$ cat src/rtl/adc_seq_pkg.sv
package adc_seq_pkg;

  typedef enum logic [1:0] {
    SRC_SOFT   = 2'b00,
    SRC_RSSI   = 2'b01,
    SRC_STREAM = 2'b10,
    SRC_TIMER  = 2'b11
  } src_mode_e;

  typedef enum logic [1:0] {
    CV_IDLE = 2'b00,
    CV_BUSY = 2'b01,
    CV_HOLD = 2'b10
  } cv_state_e;

endpackage

$ cat src/rtl/adc_clk_div.sv
module adc_clk_div #(
  parameter int DIV_W = 10
) (
  input  logic             clk,
  input  logic             rst_n,
  input  logic [DIV_W-1:0] div_i,
  output logic             tick_o
);

  logic [DIV_W-1:0] cnt_q;

  assign tick_o = (cnt_q >= div_i);

  always_ff @(posedge clk or negedge rst_n) begin
    if (!rst_n) begin
      cnt_q <= '0;
    end else if (tick_o) begin
      cnt_q <= '0;
    end else begin
      cnt_q <= cnt_q + 1'b1;
    end
  end


  tick_gap_chk: assert property (@(posedge clk) disable iff (!rst_n)
    (tick_o && div_i != '0) |=> (!tick_o || div_i == '0));

endmodule

$ cat src/rtl/adc_trig_sel.sv
module adc_trig_sel
  import adc_seq_pkg::*;
#(
  parameter int DLY_W = 6
) (
  input  logic             clk,
  input  logic             rst_n,
  input  logic [1:0]       mode_i,
  input  logic             sw_start_i,
  input  logic             rssi_req_i,
  input  logic [DLY_W-1:0] rssi_dly_i,
  input  logic             stream_en_i,
  input  logic             tmr_trig_i,
  input  logic             tick_i,
  output logic             start_req_o
);

  logic             armed_q;
  logic [DLY_W-1:0] wait_q;
  logic             rssi_fire;
  logic             rssi_mode;

  assign rssi_mode = (mode_i == SRC_RSSI);
  assign rssi_fire = rssi_mode && armed_q && (wait_q >= rssi_dly_i);

  always_ff @(posedge clk or negedge rst_n) begin
    if (!rst_n) begin
      armed_q <= 1'b0;
      wait_q  <= '0;
    end else if (!rssi_mode) begin
      armed_q <= 1'b0;
      wait_q  <= '0;
    end else if (armed_q) begin
      if (wait_q >= rssi_dly_i) begin
        armed_q <= 1'b0;
      end else if (tick_i) begin
        wait_q <= wait_q + 1'b1;
      end
    end else if (rssi_req_i) begin
      armed_q <= 1'b1;
      wait_q  <= '0;
    end
  end

  always_comb begin
    unique case (mode_i)
      SRC_SOFT:   start_req_o = sw_start_i;
      SRC_RSSI:   start_req_o = rssi_fire;
      SRC_STREAM: start_req_o = stream_en_i;
      default:    start_req_o = tmr_trig_i;
    endcase
  end


  rssi_leave_chk: assert property (@(posedge clk) disable iff (!rst_n)
    (armed_q && !rssi_mode) |=> !armed_q);


  rssi_once_chk: assert property (@(posedge clk) disable iff (!rst_n)
    rssi_fire |=> !armed_q);

endmodule

$ cat src/rtl/adc_chan_ptr.sv
module adc_chan_ptr #(
  parameter int SLOTS  = 8,
  parameter int CHAN_W = 4,
  localparam int PTR_W  = (SLOTS > 1) ? $clog2(SLOTS) : 1,
  localparam int LIST_W = SLOTS * CHAN_W
) (
  input  logic              clk,
  input  logic              rst_n,
  input  logic              auto_act_i,
  input  logic [PTR_W-1:0]  last_i,
  input  logic              advance_i,
  input  logic [LIST_W-1:0] list_i,
  output logic [CHAN_W-1:0] chan_o
);

  logic [CHAN_W-1:0] slot_arr [SLOTS];
  logic [PTR_W-1:0]  ptr_q;
  logic [PTR_W-1:0]  pick;

  for (genvar g = 0; g < SLOTS; g++) begin : g_slot
    assign slot_arr[g] = list_i[g*CHAN_W +: CHAN_W];
  end

  assign pick   = auto_act_i ? ptr_q : '0;
  assign chan_o = slot_arr[pick];

  always_ff @(posedge clk or negedge rst_n) begin
    if (!rst_n) begin
      ptr_q <= '0;
    end else if (!auto_act_i) begin
      ptr_q <= '0;
    end else if (advance_i) begin
      if (ptr_q >= last_i) ptr_q <= '0;
      else                 ptr_q <= ptr_q + 1'b1;
    end
  end


  ptr_home_chk: assert property (@(posedge clk) disable iff (!rst_n)
    !auto_act_i |=> (ptr_q == '0));


  ptr_wrap_chk: assert property (@(posedge clk) disable iff (!rst_n)
    (auto_act_i && advance_i && ptr_q >= last_i) |=> (ptr_q == '0));

endmodule

$ cat src/rtl/adc_conv_ctrl.sv
module adc_conv_ctrl
  import adc_seq_pkg::*;
#(
  parameter int DATA_W = 10,
  parameter int CHAN_W = 4
) (
  input  logic              clk,
  input  logic              rst_n,
  input  logic              start_req_i,
  input  logic [CHAN_W-1:0] chan_i,
  output logic              launch_o,
  output logic              conv_req_o,
  output logic [CHAN_W-1:0] conv_chan_o,
  input  logic              conv_done_i,
  input  logic [DATA_W-1:0] conv_data_i,
  output logic              res_valid_o,
  input  logic              res_ready_i,
  output logic [DATA_W-1:0] res_data_o,
  output logic [CHAN_W-1:0] res_chan_o,
  output logic              done_flag_o,
  input  logic              flag_clr_i
);

  cv_state_e         state_q;
  logic [CHAN_W-1:0] chan_q;
  logic [DATA_W-1:0] data_q;
  logic              flag_q;
  logic              capture;

  assign launch_o = (state_q == CV_IDLE) && start_req_i;
  assign capture  = (state_q == CV_BUSY) && conv_done_i;

  always_ff @(posedge clk or negedge rst_n) begin
    if (!rst_n) begin
      state_q <= CV_IDLE;
      chan_q  <= '0;
      data_q  <= '0;
    end else begin
      unique case (state_q)
        CV_IDLE: if (start_req_i) begin
          state_q <= CV_BUSY;
          chan_q  <= chan_i;
        end
        CV_BUSY: if (conv_done_i) begin
          state_q <= CV_HOLD;
          data_q  <= conv_data_i;
        end
        CV_HOLD: if (res_ready_i) begin
          state_q <= CV_IDLE;
        end
        default: state_q <= CV_IDLE;
      endcase
    end
  end

  always_ff @(posedge clk or negedge rst_n) begin
    if (!rst_n)          flag_q <= 1'b0;
    else if (capture)    flag_q <= 1'b1;
    else if (flag_clr_i) flag_q <= 1'b0;
  end

  assign conv_req_o  = (state_q == CV_BUSY);
  assign conv_chan_o = chan_q;
  assign res_valid_o = (state_q == CV_HOLD);
  assign res_data_o  = data_q;
  assign res_chan_o  = chan_q;
  assign done_flag_o = flag_q;


  req_hold_chk: assert property (@(posedge clk) disable iff (!rst_n)
    (conv_req_o && !conv_done_i) |=> (conv_req_o && $stable(conv_chan_o)));


  res_hold_chk: assert property (@(posedge clk) disable iff (!rst_n)
    (res_valid_o && !res_ready_i) |=>
      (res_valid_o && $stable(res_data_o) && $stable(res_chan_o)));


  busy_block_chk: assert property (@(posedge clk) disable iff (!rst_n)
    (res_valid_o && !res_ready_i) |=> !conv_req_o);


  flag_set_chk: assert property (@(posedge clk) disable iff (!rst_n)
    (conv_req_o && conv_done_i) |=> done_flag_o);

endmodule

$ cat src/rtl/adc_seq_ctrl.sv
module adc_seq_ctrl
  import adc_seq_pkg::*;
#(
  parameter int DATA_W = 10,
  parameter int CHAN_W = 4,
  parameter int SLOTS  = 8,
  parameter int DIV_W  = 10,
  parameter int DLY_W  = 6,
  localparam int PTR_W  = (SLOTS > 1) ? $clog2(SLOTS) : 1,
  localparam int LIST_W = SLOTS * CHAN_W
) (
  input  logic              clk,
  input  logic              rst_n,
  input  logic [1:0]        mode_sel,
  input  logic              sw_start,
  input  logic              rssi_req,
  input  logic [DLY_W-1:0]  rssi_delay,
  input  logic              stream_en,
  input  logic              tmr_trig,
  input  logic              auto_sw_en,
  input  logic [PTR_W-1:0]  auto_last,
  input  logic [LIST_W-1:0] slot_list,
  input  logic [DIV_W-1:0]  clk_div,
  output logic              fclk_tick,
  output logic              conv_req,
  output logic [CHAN_W-1:0] conv_chan,
  input  logic              conv_done,
  input  logic [DATA_W-1:0] conv_data,
  output logic              res_valid,
  input  logic              res_ready,
  output logic [DATA_W-1:0] res_data,
  output logic [CHAN_W-1:0] res_chan,
  output logic              done_flag,
  input  logic              flag_clr
);

  logic              start_req;
  logic              launch;
  logic              auto_act;
  logic [CHAN_W-1:0] next_chan;

  assign auto_act = auto_sw_en && (mode_sel == SRC_TIMER);

  adc_clk_div #(.DIV_W(DIV_W)) u_div (
    .clk    (clk),
    .rst_n  (rst_n),
    .div_i  (clk_div),
    .tick_o (fclk_tick)
  );

  adc_trig_sel #(.DLY_W(DLY_W)) u_trig (
    .clk         (clk),
    .rst_n       (rst_n),
    .mode_i      (mode_sel),
    .sw_start_i  (sw_start),
    .rssi_req_i  (rssi_req),
    .rssi_dly_i  (rssi_delay),
    .stream_en_i (stream_en),
    .tmr_trig_i  (tmr_trig),
    .tick_i      (fclk_tick),
    .start_req_o (start_req)
  );

  adc_chan_ptr #(.SLOTS(SLOTS), .CHAN_W(CHAN_W)) u_ptr (
    .clk        (clk),
    .rst_n      (rst_n),
    .auto_act_i (auto_act),
    .last_i     (auto_last),
    .advance_i  (launch),
    .list_i     (slot_list),
    .chan_o     (next_chan)
  );

  adc_conv_ctrl #(.DATA_W(DATA_W), .CHAN_W(CHAN_W)) u_conv (
    .clk         (clk),
    .rst_n       (rst_n),
    .start_req_i (start_req),
    .chan_i      (next_chan),
    .launch_o    (launch),
    .conv_req_o  (conv_req),
    .conv_chan_o (conv_chan),
    .conv_done_i (conv_done),
    .conv_data_i (conv_data),
    .res_valid_o (res_valid),
    .res_ready_i (res_ready),
    .res_data_o  (res_data),
    .res_chan_o  (res_chan),
    .done_flag_o (done_flag),
    .flag_clr_i  (flag_clr)
  );


  fixed_slot_chk: assert property (@(posedge clk) disable iff (!rst_n)
    (launch && !auto_act) |=> (conv_chan == $past(slot_list[CHAN_W-1:0])));

endmodule

$ cat config.mk
export PLATFORM = sky130hd
export DESIGN_NAME = adc_seq_ctrl
export DESIGN_NICKNAME = d
export VERILOG_FILES = /design/src/rtl/adc_seq_pkg.sv /design/src/rtl/adc_clk_div.sv /design/src/rtl/adc_trig_sel.sv /design/src/rtl/adc_chan_ptr.sv /design/src/rtl/adc_conv_ctrl.sv /design/src/rtl/adc_seq_ctrl.sv
export SDC_FILE = /design/constraint.sdc
export NUM_CORES = 1
export LEC_CHECK = 0
export ABC_AREA = 1
export BUFFER_PORTS_ARGS = -buffer_cell sky130_fd_sc_hd__buf_2
export CORE_MARGIN = 1.5
export CORE_UTILIZATION = 35
export DETAILED_ROUTE_END_ITERATION = 16
export PLACE_DENSITY = 0.64
export SYNTH_ARGS = -nofsm -noshare
export SYNTH_HDL_FRONTEND = slang
export SYNTH_HIERARCHICAL = 1
export SYNTH_SLANG_ARGS = --single-unit
export TNS_END_PERCENT = 20
$ cat constraint.sdc
create_clock -name clk -period 5.7 [get_ports clk]
set_clock_uncertainty 0.15 [all_clocks]
set_input_delay 1.14 -clock clk [delete_from_list [all_inputs] [get_ports clk]]
set_output_delay 1.14 -clock clk [all_outputs]
set_load 0.02 [all_outputs]
==> Yosys cells after proc, flatten, opt, wreduce, memory -nomap -nowiden <==
Index checks and enable logic that the tools add are counted.
{ "word_totals": {"ff_bits": 37, "inputBits": 73, "word_cells": 64} }
{ "op_classes": {"addsub": 3, "n_lt_le_gt_ge": 4, "eq_ne": 12, "mux": 24, "bitwise": 1, "reduce_logical": 12} }
{ "ops": {"columns": ["op", "n"], "rows": [
  ["6-bit 2-to-1 mux", 5],
  ["4-bit binary-select mux with 3-bit select", 1],
  ["3-bit 2-to-1 mux", 4],
  ["10-bit by 1-bit adder with 10-bit output, second input constant", 1],
  ["10-bit >= comparator", 1],
  ["10-bit 2-to-1 mux", 1],
  ["4-bit 2-to-1 mux", 2],
  ["6-bit by 1-bit adder with 6-bit output, second input constant", 1],
  ["2-bit equality test, second input constant", 3],
  ["6-bit >= comparator", 1],
  ["1-bit 2-to-1 mux", 6],
  ["2-bit 2-to-1 mux", 3],
  ["2-bit by 1-bit != test with 1-bit output, second input constant", 3],
  ["3-bit != test, second input constant", 2],
  ["2-bit one-hot mux with 3 select lines", 1],
  ["3-bit AND reduction", 2],
  ["1-bit logical AND", 5],
  ["2-bit by 1-bit equality test with 1-bit output, second input constant", 2],
  ["4-bit >= comparator, second input constant", 1],
  ["2-bit zero test", 2],
  ["3-bit inverter with 4-bit output", 1],
  ["2-bit AND reduction", 2],
  ["3-bit by 1-bit adder with 3-bit output, second input constant", 1],
  ["3-bit >= comparator", 1],
  ["4 further kinds", 4]
]} }

==> Longest topological paths before layout <==
Gate-level depths: netlist (run 1).
{ "logic_depth": {"depth_word": 7, "ltp_mapped": 16, "mapped_depth_nobuf": 16} }

==> Modules after synthesis <==
Netlist (run 1), hierarchy kept.
{ "modules_own_cells": {"columns": ["mod", "instances", "cells_per_inst", "area_each_um2", "seq_area_each_um2"], "rows": [
  ["adc_clk_div", 1, 102, 770.7, 250.2],
  ["adc_conv_ctrl", 1, 81, 725.7, 425.4],
  ["adc_chan_ptr", 1, 139, 698.2, 75.1],
  ["adc_trig_sel", 1, 99, 651.9, 175.2],
  ["adc_seq_ctrl", 1, 3, 13.8, 0.0]
]} }

==> Worst setup path before layout (run 1) <==
OpenSTA, ideal clock, no wires.
{ "synth_timing": {"path_type": "input to output", "start": "input clk_div[9]", "end": "output fclk_tick", "t_arrival_ns": 1.989, "t_required_ns": 4.410, "setup_slack_ns": 2.421, "stages": 6, "path_buffers": 1, "path_cell_list": "inv_1 > ha_1 > a21o_1 > nor2_1 > nand3_1 > buf_4"} }
{ "synth_via": {"elab_chain_cells": 1} }
{ "synth_lines": {"columns": ["item", "line", "source"], "rows": [
  ["from (decl)", "adc_seq_ctrl.sv:23", "input logic [DIV_W-1:0] clk_div,"],
  ["10-bit >= comparator", "adc_clk_div.sv:12", "assign tick_o = (cnt_q >= div_i);"],
  ["to (decl)", "adc_seq_ctrl.sv:24", "output logic fclk_tick,"]
]} }
Every way passes these cells.

==> Final worst setup path (run 1) <==
Same ends and word-level chain as after synthesis.

==> results of run 1 <==
## layout by cell type (no fill, tap or decap), types with 5 or more instances in the layout
| master | netlist | routed |
|---|---|---|
| clkbuf_8 | 0 | 5 |
| a21oi_1 | 8 | 8 |
| inv_1 | 72 | 72 |
| buf_2 | 3 | 94 |
| nand2_1 | 138 | 138 |
| ha_1 | 22 | 22 |
| nand2_4 | 5 | 5 |
| dfrtp_1 | 37 | 37 |
| nor2_2 | 7 | 7 |
| nand4_1 | 13 | 13 |
| o21ai_0 | 5 | 5 |
| nor2_1 | 39 | 39 |
| nand3_1 | 44 | 44 |
## critical path: stages
cell and delay, ns:
buf_2 0.07, inv_1 0.03, ha_1 0.29, a21o_1 0.18
nor2_1 0.10, nand3_1 0.39, buf_2 0.32
## flip-flops by register name, summed over array words and instances, names as in the netlist
signal	count
u_conv/res_data_o	10
u_div/cnt_q	10
u_trig/wait_q	6
u_conv/conv_chan_o	4
u_ptr/ptr_q	3
u_conv/state_q	2
u_conv/done_flag_o	1
u_trig/armed_q	1
## final timing paths
path | slack [ns] | startpoint | end
hold / removal | 0.32 | u_conv/res_data_o[0] | u_conv/res_data_o[0]
min in group asynchronous | 0.80 | rst_n | u_trig/wait_q[4]
hold reg to reg | 0.32 | u_conv/res_data_o[0] | u_conv/res_data_o[0]
setup / recovery | 1.88 | clk_div[9] | fclk_tick
setup reg to reg | 3.22 | u_trig/wait_q[0] | u_ptr/ptr_q[2]
max in group asynchronous | 4.09 | rst_n | u_trig/armed_q
## metal layers
layer	global-route usage, %	up-vias	wire, um
met4	3.03	0	0
met2	28.0	66	3060
met5	0	-	0
met1	18.9	1227	2860
met3	2.76	0	286
li1	-	1470	-
## cell type report
cell class                 instances  area (um2)  area share (%)
multi-input combinational        297        1540            44.9
sequential                        37         926            27.1
timing repair buffer              94         470            13.8
inverter                          76         285            8.34
tap                              102         128            3.73
clock buffer                       5        68.8            2.01
clock inverter                     1        5.00           0.146
## through the flow
step                instances  power, mW  hold slack [ns]  instance area, um2
floorplan                 424      0.750            0.337                2860
global placement          606      0.874            0.301                3350
detailed placement        606      0.888            0.308                3350
CTS                       612       1.06            0.326                3420
global route              612       1.14            0.362                3420
finish                    612       1.04            0.323                3420
## power by group
part           internal [mW]  switching, mW  total [mW]
registers              0.345         0.0901       0.435
logic                  0.164          0.277       0.441
clock network         0.0803         0.0830       0.163
total                  0.589          0.451        1.04
## cells by family after synthesis
family / Yosys count / share of synthesized area [%]
DFF: 37 / 32.4
and+or+nand+nor: 254 / 39.5
buffers and inverters: 90 / 13.9
AOI/OAI and AO/OA: 15 / 2.76
xor gates and xnor gates: 6 / 1.84
adders and majority gates: 22 / 9.62
==> summary.txt, run 1 <==
Die
  – Core ar.: 7810 um2
  – I/O pin count: 95
  – Number of core rows: 32
  – Die span in y: 93.4 um
  – Die width: 93.4 um
  – Die ar.: 8720 um2
  – Starting density of the core: 36.6%

Final layout
  – Util after Layout: 43.8%
  – Filler cell count: 818
  – NumNets Final: 606
  – Share of cells above drive strength 1: 23.9%
  – # diodes: 0
  – Area growth from synthesis to layout: 19.6%

Synth
  – Main synth FF type: dfrtp_1
  – Post-synthesis register bit count: 37
  – Area leader, netlist: dfrtp_1
  – EDFF count, synth: 0
  – Post-Synthesis Cell Area: 2860 um2
  – Syn Inst Count: 424
  – Count of yosys warnings during synthesis: 6
  – Synth area leaders: dfrtp_1, nand2_1, ha_1
  – Syn avg cell area: 6.75 um2
  – Post-synthesis sequential area ratio: 32.4%
  – Syn_nets: 519
  – Yosys cell types: 23
  – Asr flop ratio synth: 100%
  – Top-count cell post-synth: nand2_1
  – Synth cell count leaders: nand2_1, inv_1, nand3_1
  – Area share of the largest cell type after synthesis: 32.4%

Worst hold path
  – Hold depth: 2
  – Hold WC Path Type: flop to flop

STA
  – Final worst slack: 1.88 ns
  – FMAX: 261 MHz
  – Final Setup Violations: 0
  – RSZ-0062 raised after global routing: false
  – Final Hold Viols: 0
  – Worst Tran Pin Value: 0.808 ns
  – Tmin final: 3.82 ns
  – Max-slew violation count: 0
  – Fin crit share: 67.1%
  – Slew margin rel.: 46.1%
  – Fin Setup TNS: 0 ns

Routing
  – Routed len/inst: 10.1 um
  – Total wire length: 6.21 mm
  – Via count: 2,763
  – # DRC: 0
  – Via density per instance: 4.51
  – Drt first pass iters: 4
  – Antenna Nets Post-Route: 0
  – Violation count after the first detailed-route iteration: 91

Setup path
  – CP arrival: 2.53 ns
  – Setup CP Type: input pin to output pin
  – Critical path peak fanout: 12
  – Required time of the critical path: 4.41 ns
  – Startpoint Class: input pin
  – CP Capture Type: output pin
  – R2r worst-path depth: 16

Job
  – Total of max-cap violations: 0

Place
  – Routability Congestion: 0.787
  – Pre-CTS WS: 1.87 ns
  – Buffers on Ports: 94
  – Post-DP HPWL: 4.88 mm

CTS
  – Postcts setup bufs: 0
  – Total CTS buffers: 5
  – CTS resizes: 0
  – Root Buffer: clkbuf_8
  – Hold Buf Count CTS: 0
  – H-Tree Depth: 2
  – Worst skew pair latency: 0.28 ns
  – Max Buffers Root-to-Sink: 2
  – TritonCTS clock tree: done
  – Clock-pin slew on the worst setup and hold paths: 0.07 ns
  – Clk sinks: 37

GRT
  – Initial antenna violation count: 0
  – First-pass GRT wire length: 11.0 mm
  – Largest net degree at the start of global routing: 38
  – GRT overflow: 0
  – GRT Total Usage: 15.4%
  – Vias in the first global route: 2,624

Power and ir drop
  – P per Cell Area: 304 nW/um2
  – Peak VDD IR: 0.000174 V
  – Static Leakage: 2.10 nW

Run status
  – Run status: complete, no violations
Power figures use the tool's default switching activity.
==> run 2: changes to the inputs <==
clock period = 3.9 ns   (was 5.7 ns; I/O delays follow)
==> run 2 against run 1 <==
  * Sequential share of layout area decreased by 0.059 points
  * Highest routed layer is now met4
  * Sequential cell count unchanged
  * Critical path depth is 2 higher
  * Core utilization grew 0.096 points
  * Register-to-register slack worse by 1.8 ns
  * Clock power up 48%
  * Largest power group unchanged
==> summary.txt, run 2 (synthesis gave the netlist of run 1 again) <==
Run status
  – Run status: complete, no violations

Final layout
  – Non-Filler Instances: 613
  – Most frequent cells in the layout: nand2_1, buf_2, inv_1
  – Post-route cell area: 3430 um2
  – Filler cell count: 843
  – # diodes: 0
  – Commonest non-fill, non-tap cell in the layout: nand2_1
  – NumNets Final: 607
  – Share of cells above drive strength 1: 24.1%
  – Area growth from synthesis to layout: 19.8%

STA
  – Final Setup Violations: 0
  – Fin crit share: 72.3%
  – Final Hold Viols: 0
  – RSZ-0062 raised after global routing: false
  – Final worst slack: 1.08 ns
  – Worst Tran Pin Value: 0.830 ns
  – Tmin final: 2.82 ns
  – Fin Setup TNS: 0 ns
  – Hold WS: 0.322 ns
  – Max-slew violation count: 0
  – FMAX: 355 MHz
  – Slew margin rel.: 44.7%

CTS
  – Worst skew pair latency: 0.28 ns
  – Hold Buf Count CTS: 0
  – Max Buffers Root-to-Sink: 2
  – Total CTS buffers: 5
  – Root Buffer: clkbuf_8
  – Clk sinks: 37
  – Postcts setup bufs: 0
  – H-Tree Depth: 2
  – Clock-pin slew on the worst setup and hold paths: 0.07 ns
  – TritonCTS clock tree: done
  – CTS resizes: 0

Setup path
  – CP arrival: 1.89 ns
  – Required time of the critical path: 2.97 ns
  – CP Capture Type: output pin
  – Startpoint Class: input pin
  – Critical path peak fanout: 12
  – Reg-to-reg slack, setup: 1.39 ns
  – Setup CP Type: input pin to output pin

Place
  – Routability Congestion: 0.770
  – Placed Area: 3350 um2
  – Pre-CTS WS: 0.959 ns
  – Inst Count DP: 607
  – Buffers on Ports: 94
  – Post-DP HPWL: 4.93 mm

Power and ir drop
  – Cell Int Power: 0.862 mW
  – Sw Ratio: 43.2%
  – NetSw: 0.657 mW
  – Sequential Power Share: 41.7%
  – P per Cell Area: 443 nW/um2
  – Combinational Power Share: 42.5%
  – Static Leakage: 2.11 nW
  – Peak VDD IR: 0.000315 V
  – Clk pwr share: 15.9%

GRT
  – Largest net degree at the start of global routing: 38
  – Vias in the first global route: 2,610
  – Initial antenna violation count: 0
  – GRT overflow: 0
  – GRT Total Usage: 15.2%
  – Met3 usage: 2.68%
  – Met2 usage: 27.7%
  – GR peak layer: met2
  – First-pass GRT wire length: 10.9 mm
  – Met1 usage: 18.9%

Worst hold path
  – Hold WC Path Type: flop to flop

Routing
  – Via count: 2,753
  – Violation count after the first detailed-route iteration: 95
  – Antenna Nets Post-Route: 0
  – # DRC: 0
  – Total wire length: 6.28 mm
  – Via density per instance: 4.49
  – Drt first pass iters: 4
  – Routed len/inst: 10.2 um

Die
  – Number of core rows: 32
  – Die span in y: 93.4 um
  – Starting density of the core: 36.6%
  – Die width: 93.4 um
  – Core ar.: 7810 um2
  – I/O pin count: 95
  – Die ar.: 8720 um2

Job
  – Total of max-cap violations: 0
run 2: area by class of cell:
type	instances	area, um2	share of cell area [%]
multi-input combinational	297	1540	44.8
sequential	37	926	27.0
timing repair buffer	95	478	13.9
inverter	76	285	8.32
tap	102	128	3.72
clock buffer	5	68.8	2.01
clock inverter	1	5.00	0.146
run 2: layer usage:
layer	share of wire (%)	wire (um)
met2	49	3080
met3	4.4	276
met5	0	0
met4	0.38	24
met1	46	2900
run 2: stage by stage:
stage,utilization (%),total power [mW]
final,43.9,1.52
after global routing,43.9,1.67
after CTS,43.9,1.54
after detailed placement,42.9,1.30
after global placement,42.9,1.28
after floorplan,-,1.10
run 2: power groups by stage:
| stage | registers (mW) | clock network (mW) | logic (mW) |
|---|---|---|---|
| after floorplan | 0.695 | 0 | 0.400 |
| after global placement | 0.641 | 0 | 0.641 |
| after global routing | 0.655 | 0.269 | 0.744 |
| after detailed placement | 0.642 | 0 | 0.656 |
| after CTS | 0.636 | 0.250 | 0.659 |
| final | 0.633 | 0.241 | 0.645 |
run 2: critical path, stage by stage:
cell and delay, ns:
buf_2 0.07, inv_1 0.03, ha_1 0.28, nand2_1 0.06, nor2_1 0.14, nand3_1 0.09, nand3_1 0.07, buf_4 0.19
buf_2 0.19
run 2: path summary, 6_finish.rpt:
check,start,end,cells past startpoint
max,clk_div[9],fclk_tick,9
min,u_conv/res_data_o[1],u_conv/res_data_o[1],2
max reg2reg,u_trig/wait_q[0],u_ptr/ptr_q[2],16
min reg2reg,u_conv/res_data_o[1],u_conv/res_data_o[1],2
max in group asynchronous,rst_n,u_div/cnt_q[1],1
min in group asynchronous,rst_n,u_trig/wait_q[4],1
==> run 3: changes to the inputs <==
clock period = 2.8 ns   (was 3.9 ns; I/O delays follow)
==> run 3 against run 2 <==
  * Core utilization grew 0.26 points
  * Register-to-register slack worse by 0.98 ns
  * Hold slack got worse by 0.10 ns
  * Cell area is 0.58% higher
  * Setup slack got worse by 0.72 ns
  * Total power up 42%
  * Routed wire length is 0.86% higher
  * Sequential cell count unchanged
  * Die area unchanged
  * Clock power increased by 51%
  * Via count is 0.84% higher
  * Critical endpoint unchanged
  * Largest power group unchanged
  * Highest routed layer unchanged
==> summary.txt, run 3 (synthesis gave the netlist of run 1 again) <==
STA
  – Fin crit share: 87.0%
  – Hold WS: 0.218 ns
  – FMAX: 410 MHz
  – Max-slew violation count: 0
  – Final Setup Violations: 0
  – Fin Setup TNS: 0 ns
  – Tmin final: 2.44 ns
  – Final Hold Viols: 0
  – Slew margin rel.: 46.3%
  – RSZ-0062 raised after global routing: false
  – Worst Tran Pin Value: 0.806 ns

Setup path
  – Critical R2R Launch: u_trig/wait_q[0]
  – CP peak stage delay: 0.47 ns
  – Startpoint Class: flop
  – CP Capture Type: output pin
  – CP arrival: 1.73 ns
  – Crit path top cell by count: nand2_1
  – R2r worst-path depth: 16
  – CP startpoint: u_div/cnt_q[0]
  – Required time of the critical path: 2.09 ns
  – CP Cell Sequence: inv_1, ha_1, inv_1, nand2_1, nand2_1, nand2_1, nand3_1, nand3_1, buf_2
  – Critical path's slowest cell: dfrtp_1
  – Crit-path leading delay family: flip-flops
  – Critical path peak fanout: 6
  – Worst r2r dst: u_ptr/ptr_q[2]
  – Reg-to-reg slack, setup: 0.41 ns
  – Setup CP Type: flop to output pin
  – Critical path buffers and inverters: 3

Power and ir drop
  – Sw Ratio: 42.8%
  – NetSw: 0.922 mW
  – Combinational Power Share: 41.9%
  – Clk pwr share: 16.9%
  – Sequential Power Share: 41.2%
  – P per Cell Area: 625 nW/um2
  – Peak VDD IR: 0.000274 V
  – Cell Int Power: 1.23 mW
  – Static Leakage: 2.12 nW
  – Total Power: 2.15 mW

CTS
  – Clk sinks: 37
  – Clock-pin slew on the worst setup and hold paths: 0.07 ns
  – Postcts setup bufs: 0
  – Worst skew pair latency: 0.28 ns
  – Total CTS buffers: 5
  – TritonCTS clock tree: done
  – Root Buffer: clkbuf_8
  – H-Tree Depth: 2
  – CTS resizes: 0
  – Hold Buf Count CTS: 0
  – Max Buffers Root-to-Sink: 2

Final layout
  – NumNets Final: 608
  – Most frequent cells in the layout: nand2_1, buf_2, inv_1
  – Commonest non-fill, non-tap cell in the layout: nand2_1
  – Util after Layout: 44.2%
  – Filler cell count: 872
  – # diodes: 0
  – Area growth from synthesis to layout: 20.5%
  – Non-Filler Instances: 615
  – Share of cells above drive strength 1: 24.2%

Routing
  – # DRC: 0
  – Total wire length: 6.33 mm
  – Antenna Nets Post-Route: 0
  – Drt first pass iters: 4
  – Via count: 2,776
  – Routed len/inst: 10.3 um
  – Via density per instance: 4.51
  – Violation count after the first detailed-route iteration: 94

GRT
  – GRT Total Usage: 15.4%
  – Vias in the first global route: 2,540
  – GRT overflow: 0
  – GR peak layer: met2
  – Met1 usage: 19.6%
  – First-pass GRT wire length: 11.0 mm
  – Met3 usage: 3.25%
  – Largest net degree at the start of global routing: 38
  – Initial antenna violation count: 0
  – Met2 usage: 26.7%

Die
  – Die span in y: 93.4 um
  – Core ar.: 7810 um2
  – Die width: 93.4 um
  – I/O pin count: 95
  – Die ar.: 8720 um2
  – Starting density of the core: 36.6%
  – Number of core rows: 32

Job
  – Total of max-cap violations: 0

Place
  – Routability Congestion: 0.827
  – Buffers on Ports: 94
  – Post-DP HPWL: 5.04 mm
  – Inst Count DP: 608

Run status
  – Run status: complete, no violations

Worst hold path
  – Hold WC Path Type: input pin to asynchronous set/reset pin
[run 3: cell count changes in the layout (fill, tap and decap cells not counted), sizes merged]
cell    before  now
clkbuf       5    7
clkinv       1    0
buf         95   96
[run 3: metrics by stage]
stage	setup slack (ns)	area [um2]
after CTS	0.334	3450
final	0.363	3450
after detailed placement	0.228	3360
after global routing	0.206	3450
after global placement	0.322	3360
after floorplan	0.542	2860
[run 3: worst reg2reg max path, delay by kind of cell, from the launching register on]
family,cells,cell delay (ns)
buf+inv,4,0.31
compound gates,2,0.20
fa+ha+maj,1,0.27
flops,1,0.49
simple gates,9,0.88
[run 3: cell type report]
| class | count | area [um2] | area share (%) |
|---|---|---|---|
| repair buffers | 96 | 485 | 14.1 |
| well taps | 102 | 128 | 3.70 |
| inverters | 76 | 285 | 8.28 |
| multi-input cells | 297 | 1540 | 44.6 |
| clock buffers | 7 | 86.3 | 2.50 |
| flip-flops and latches | 37 | 926 | 26.9 |
[run 3: layer usage]
metal	share of wire (%)	routed length (um)
met1	47	2970
met2	48	3010
met3	4.6	289
met4	0.99	63
met5	0	0
[run 3: power by group through the flow]
| stage | Combinational, mW | Clock [mW] | Sequential, mW |
|---|---|---|---|
| 2_1_floorplan | 0.558 | 0 | 0.968 |
| 3_3_place_gp | 0.892 | 0 | 0.896 |
| 3_5_place_dp | 0.914 | 0 | 0.899 |
| 4_1_cts | 0.918 | 0.383 | 0.890 |
| 5_1_grt | 1.02 | 0.411 | 0.922 |
| 6_report | 0.902 | 0.365 | 0.888 |
[run 3: worst max path at each step]
stage                                end  slack [ns]  depth (start not counted)
after global placement    u_ptr/ptr_q[2]        0.32                         15
after detailed placement  u_ptr/ptr_q[2]        0.23                         15
final                          fclk_tick        0.36                          9
after CTS                      fclk_tick        0.33                          9
after global routing      u_ptr/ptr_q[2]        0.21                         16
after floorplan           u_ptr/ptr_q[2]        0.54                         14
